`config.mk`:
```
export PLATFORM = sky130hd
export DESIGN_NAME = nested_irq_ctrl
export DESIGN_NICKNAME = d
export VERILOG_FILES = /design/src/rtl/irq_pkg.sv /design/src/rtl/irq_arbiter.sv /design/src/rtl/irq_service_stack.sv /design/src/rtl/irq_wake.sv /design/src/rtl/nested_irq_ctrl.sv
export SDC_FILE = /design/constraint.sdc
export NUM_CORES = 1
export LEC_CHECK = 0
export BUFFER_PORTS_ARGS = -buffer_cell sky130_fd_sc_hd__buf_2
export CORE_ASPECT_RATIO = 1.25
export CORE_UTILIZATION = 50
export DETAILED_ROUTE_END_ITERATION = 6
export PLACE_DENSITY_LB_ADDON = 0.25
export SYNTH_ARGS = -nofsm -noshare
export SYNTH_HDL_FRONTEND = slang
export SYNTH_SLANG_ARGS = --single-unit
```
`constraint.sdc`:
```
create_clock -name clk -period 9.9 [get_ports clk]
set_input_delay 2.475 -clock clk [delete_from_list [all_inputs] [get_ports clk]]
set_output_delay 2.475 -clock clk [all_outputs]
set_load 0.01 [all_outputs]
```
`src/rtl/irq_pkg.sv`:
```
package irq_pkg;
  localparam int NSRC   = 6;
  localparam int SRC_W  = $clog2(NSRC);
  localparam int LVL_W  = 2;
  localparam int NLVL   = 1 << LVL_W;
  localparam int ADDR_W = 16;

  // Sources allowed to end power-down: external 0, brown-out, watchdog.
  localparam logic [NSRC-1:0] WAKE_OK = 6'b001110;

  // Source index follows the tie-break order (index 0 wins ties).
  function automatic logic [ADDR_W-1:0] vec_of(input logic [SRC_W-1:0] idx);
    logic [ADDR_W-1:0] a;
    case (idx)
      3'd0:    a = 16'h0093;
      3'd1:    a = 16'h0003;
      3'd2:    a = 16'h0043;
      3'd3:    a = 16'h0053;
      3'd4:    a = 16'h000B;
      3'd5:    a = 16'h0033;
      default: a = 16'h0000;
    endcase
    return a;
  endfunction
endpackage

```
`src/rtl/irq_arbiter.sv`:
```
module irq_arbiter
  import irq_pkg::*;
#(
  parameter int N  = NSRC,
  parameter int LW = LVL_W,
  localparam int IW = $clog2(N)
) (
  input  logic [N-1:0]         pend,
  input  logic [N-1:0][LW-1:0] lvl,
  input  logic                 ceil_valid,
  input  logic [LW-1:0]        ceil_lvl,
  output logic                 win_valid,
  output logic [IW-1:0]        win_idx,
  output logic [LW-1:0]        win_lvl
);
  // A source may compete only above the level already in service.
  logic [N-1:0] elig;
  for (genvar g = 0; g < N; g++) begin : g_elig
    assign elig[g] = pend[g] && (!ceil_valid || (lvl[g] > ceil_lvl));
  end

  // Scan from the last source down; ">=" lets lower indices take ties.
  always_comb begin
    win_valid = 1'b0;
    win_idx   = '0;
    win_lvl   = '0;
    for (int i = N - 1; i >= 0; i--) begin
      if (elig[i] && (!win_valid || (lvl[i] >= win_lvl))) begin
        win_valid = 1'b1;
        win_idx   = IW'(i);
        win_lvl   = lvl[i];
      end
    end
  end
endmodule

```
`src/rtl/irq_service_stack.sv`:
```
module irq_service_stack
  import irq_pkg::*;
#(
  parameter int LW = LVL_W,
  localparam int NL = 1 << LW
) (
  input  logic          clk,
  input  logic          rst_n,
  input  logic          push,
  input  logic [LW-1:0] push_lvl,
  input  logic          pop,
  output logic          active,
  output logic [LW-1:0] top_lvl
);
  logic [NL-1:0] mask;
  logic [NL-1:0] top_oh;
  logic [NL-1:0] push_oh;
  logic [NL-1:0] mask_nxt;

  assign active = |mask;

  always_comb begin
    top_lvl = '0;
    for (int k = 0; k < NL; k++) begin
      if (mask[k]) top_lvl = LW'(k);
    end
    top_oh = '0;
    if (active) top_oh[top_lvl] = 1'b1;
    push_oh = '0;
    push_oh[push_lvl] = 1'b1;
    mask_nxt = (mask & ~(pop ? top_oh : '0)) | (push ? push_oh : '0);
  end

  always_ff @(posedge clk) begin
    if (!rst_n) mask <= '0;
    else        mask <= mask_nxt;
  end

  AST_PUSH_ABOVE_TOP: assert property (@(posedge clk) disable iff (!rst_n)
    push && active |-> push_lvl > top_lvl);
  AST_PUSH_MARKS: assert property (@(posedge clk) disable iff (!rst_n)
    push |=> mask[$past(push_lvl)]);
  AST_LAST_POP_IDLE: assert property (@(posedge clk) disable iff (!rst_n)
    pop && !push && ($countones(mask) == 1) |=> !active);
endmodule

```
`src/rtl/irq_wake.sv`:
```
module irq_wake
  import irq_pkg::*;
#(
  parameter int N = NSRC,
  parameter logic [N-1:0] PERMIT = WAKE_OK
) (
  input  logic [N-1:0] flag,
  input  logic [N-1:0] en,
  input  logic         pwr_down,
  output logic         wake
);
  logic [N-1:0] qual;
  for (genvar g = 0; g < N; g++) begin : g_qual
    if (PERMIT[g]) begin : g_on
      assign qual[g] = flag[g] & en[g];
    end else begin : g_off
      assign qual[g] = 1'b0;
    end
  end
  assign wake = pwr_down & (|qual);
endmodule

```
`src/rtl/nested_irq_ctrl.sv`:
```
module nested_irq_ctrl
  import irq_pkg::*;
(
  input  logic              clk,
  input  logic              rst_n,
  input  logic [NSRC-1:0]   req_flag,
  input  logic [NSRC-1:0]   src_en,
  input  logic              glb_en,
  input  logic [NSRC-1:0]   prio_hi,
  input  logic [NSRC-1:0]   prio_lo,
  output logic              vec_valid,
  input  logic              vec_ready,
  output logic [ADDR_W-1:0] vec_addr,
  output logic [LVL_W-1:0]  vec_level,
  input  logic              iret,
  output logic              svc_active,
  output logic [LVL_W-1:0]  svc_level,
  input  logic              pwr_down,
  output logic              wake
);
  logic [NSRC-1:0]            pend;
  logic [NSRC-1:0][LVL_W-1:0] src_lvl;
  logic                       win_valid;
  logic [SRC_W-1:0]           win_idx;
  logic [LVL_W-1:0]           win_lvl;
  logic                       xfer;

  assign pend = req_flag & src_en & {NSRC{glb_en}};
  assign xfer = vec_valid & vec_ready;

  for (genvar g = 0; g < NSRC; g++) begin : g_lvl
    assign src_lvl[g] = {prio_hi[g], prio_lo[g]};
  end

  irq_arbiter #(.N(NSRC), .LW(LVL_W)) u_arb (
    .pend       (pend),
    .lvl        (src_lvl),
    .ceil_valid (svc_active),
    .ceil_lvl   (svc_level),
    .win_valid  (win_valid),
    .win_idx    (win_idx),
    .win_lvl    (win_lvl)
  );

  irq_service_stack #(.LW(LVL_W)) u_stack (
    .clk      (clk),
    .rst_n    (rst_n),
    .push     (xfer),
    .push_lvl (vec_level),
    .pop      (iret),
    .active   (svc_active),
    .top_lvl  (svc_level)
  );

  irq_wake #(.N(NSRC), .PERMIT(WAKE_OK)) u_wake (
    .flag     (req_flag),
    .en       (src_en),
    .pwr_down (pwr_down),
    .wake     (wake)
  );

  // Grant register: a new decision is taken only when nothing is
  // presented and the service mask is not changing this cycle.
  always_ff @(posedge clk) begin
    if (!rst_n) begin
      vec_valid <= 1'b0;
      vec_addr  <= '0;
      vec_level <= '0;
    end else if (xfer) begin
      vec_valid <= 1'b0;
    end else if (!vec_valid && !iret && win_valid) begin
      vec_valid <= 1'b1;
      vec_addr  <= vec_of(win_idx);
      vec_level <= win_lvl;
    end
  end

  AST_HOLD_UNDER_STALL: assert property (@(posedge clk) disable iff (!rst_n)
    vec_valid && !vec_ready |=> vec_valid && $stable(vec_addr) && $stable(vec_level));
  AST_STRICT_PREEMPT: assert property (@(posedge clk) disable iff (!rst_n)
    $rose(vec_valid) && svc_active |-> vec_level > svc_level);
  AST_LVL0_ONLY_IDLE: assert property (@(posedge clk) disable iff (!rst_n)
    $rose(vec_valid) && (vec_level == '0) |-> !svc_active);
  AST_GLOBAL_GATE: assert property (@(posedge clk) disable iff (!rst_n)
    $rose(vec_valid) |-> $past(glb_en));
endmodule

```
==> qor.csv <==
metric,value,unit
status,"complete, no violations",
min_to,vec_addr[3],
worst_clock_skew,0.00173,ns
hpwl,2800,um
regArea,260,sq um
cts.sinks,13,
synth_top_area_share,18.2,%
yosysTopAreaCell,ha_1,
synth-simple-area-share,23.7,%
hold_path_class,flop to flop,
min-delay-start,vec_addr[3],
setup_tns,0,ns
final_common_cell,buf_2,
cts_buffers,3,
critPathCaptureType,flop,
synth_edf_count,0,
r2r-start,u_stack.mask[3],
grt_pass1_vias,1387,
wl_per_cell,13.0,um
grt_pass1_wl,5840,um
start_util,54.3,%
synth_top_family_by_area,compound AO/OA/AOI/OAI gates,
drt-total-wl,3430,um
diodes,0,
clk_pin_slew_worst_paths,0.08,ns
pre_cts_slack,0.516,ns
timing.hold.ws,0.479,ns
post-cts-setup-buffers,0,
top_level_ports,53,
ys_types,48,
std_cell_rows,21,
synth_fa_ha_area_share,18.2,%
synth_mux_area_share,0,%
die_w,51.2,um
tightest_slew,0.757,ns
synth_ff_type,dfxtp_1,
cts.repair.resized,0,
p_leak,0.846,nW
numPortBuffers,43,
drive_gt1_share,22.9,%
grt_usage,22.7,%
grt_max_degree,14,
gp_congestion,0.913,
setup_ws,0.681,ns
slowest_delay,0.33,ns
fmax,108,MHz
worst_r2r_path_depth,35,
clock_latency,0.27,ns
antenna_found_initial,0,
async_reset_ff_share,0,%
synth-xor-area-share,0,%
reg2reg_slack,1.98,ns
power_density,86.4,nW/um^2
crit_top_cell,ha_1,
fin_crit,9.22,ns
yosysSeqAreaShare,17.2,%
synthesis.area,1510,sq um
ys_ff_latch,13,
maxCapViolations,0,
crit_type,primary input to flop,
die_h,63.5,um
dr.pass1.iters,4,
cts_root_buffer,clkbuf_4,
nNetsFinal,284,
path_max_fanout,9,
ctsHoldBuffers,0,
fin_crit_sh,93.1,%
drc,0,
cpMaxStageDelayCell,a32o_1,
avgSynthCellArea,8.00,sq um
cts_buffer_depth,2,
rsz0062_at_grt,no,
design.core.area,2790,sq um
cp-start-kind,primary input,
multiInputGateArea,1150,sq um
yosysWarnings,0,
overflow,0,
synth-compound-area-share,32.1,%
ir_worst_vdd,0.0753,mV
r2r-end,vec_level[0],
critPathArrivalTime,9.38,ns
slew_headroom,49.5,%
cts_tree,built,
vias,1544,
cts_max_level,1,
vias_per_cell,5.83,
areaGrowthSynthToFinish,15.0,%
fill_cells,265,
hold_violations,0,
mostFrequentLayoutCells,"buf_2 (43), ha_1 (22), dfxtp_1 (13)",
netlist_instances,189,
synth_area_leaders,"ha_1 (18%), dfxtp_1 (17%), buf_4 (5.0%)",
ant_nets,0,
holdPathStages,2,
setup-violations-final,0,
drt-initial-drc-count,51,
crit_required,10.07,ns
dieArea,3250,sq um
slew_violations,0,
==> registers in the layout (all words and copies together) (netlist names) <==
register,cells
vec_addr,6
vec_level,2
u_stack.mask,4
vec_valid,1
==> cell families (layout without fill, tap and decap cells) <==
logic type	count (synthesis)	in the layout
AOI/OAI and AO/OA	67	67
and+or+nand+nor	62	62
adders and majority gates	22	22
buffers and inverters	24	58
other	1	9
DFF	13	13
==> stage by stage <==
step                instances  utilization, %  power (mW)  area, sq um
global route              265            62.4       0.163         1740
floorplan                 197               -       0.103         1540
detailed placement        261            61.5       0.119         1710
CTS                       265            62.4       0.151         1740
global placement          261            61.5       0.118         1710
finish                    265            62.4       0.150         1740
==> worst max-delay path, delay by kind of cell <==
kind	cells	cell delay (ns)
compound gates	18	3.58
fa+ha+maj	6	1.62
simple gates	10	1.57
buf+inv	1	0.11
==> how the worst max path moves through the flow <==
| stage | start | end | slack [ns] | cells past startpoint |
|---|---|---|---|---|
| 2_1_floorplan | prio_hi[5] | vec_level[0] | 1.25 | 34 |
| 3_3_place_gp | prio_hi[5] | vec_level[0] | 0.53 | 35 |
| 3_5_place_dp | prio_hi[5] | vec_level[0] | 0.52 | 35 |
| 4_1_cts | prio_hi[5] | vec_level[0] | 0.75 | 35 |
| 5_1_grt | prio_hi[5] | vec_addr[6] | 0.22 | 35 |
| 6_report | prio_hi[5] | vec_level[0] | 0.68 | 35 |
==> cell usage after synthesis (3+ instances only) <==
| library cell | count |
|---|---|
| buf_4 | 10 |
| nand2b_1 | 11 |
| a21o_1 | 4 |
| o211ai_1 | 3 |
| dfxtp_1 | 13 |
| nand3_1 | 4 |
| nor2_1 | 7 |
| a21oi_1 | 11 |
| nor2b_1 | 11 |
| and3_1 | 4 |
| nor3_1 | 5 |
| o21ai_0 | 10 |
| o21a_1 | 5 |
| a31oi_1 | 4 |
| o2111ai_1 | 4 |
| a21boi_0 | 4 |
| nand2_1 | 9 |
| ha_1 | 22 |
| inv_1 | 10 |
==> metal layers <==
layer,up-vias,part of all wire (%),global-route usage [%]
li1,792,-,-
met5,-,0,0
met1,696,45,28.3
met3,4,6.2,1.69
met4,0,0.84,6.25
met2,52,48,40.5
==> power by group <==
group          switching, mW  total, mW  internal [mW]
logic                 0.0327     0.0597         0.0270
clock network         0.0161     0.0317         0.0156
registers            0.00330     0.0587         0.0554
total                 0.0521      0.150         0.0980
==> area by class of cell <==
cell class,count,share of cell area [%]
sequential,13,15.0
multi-input combinational,160,66.3
timing repair buffer,43,12.4
inverter,11,2.38
tap,34,2.45
clock buffer,4,1.51
No activity file was read; power rests on OpenSTA's default activity.
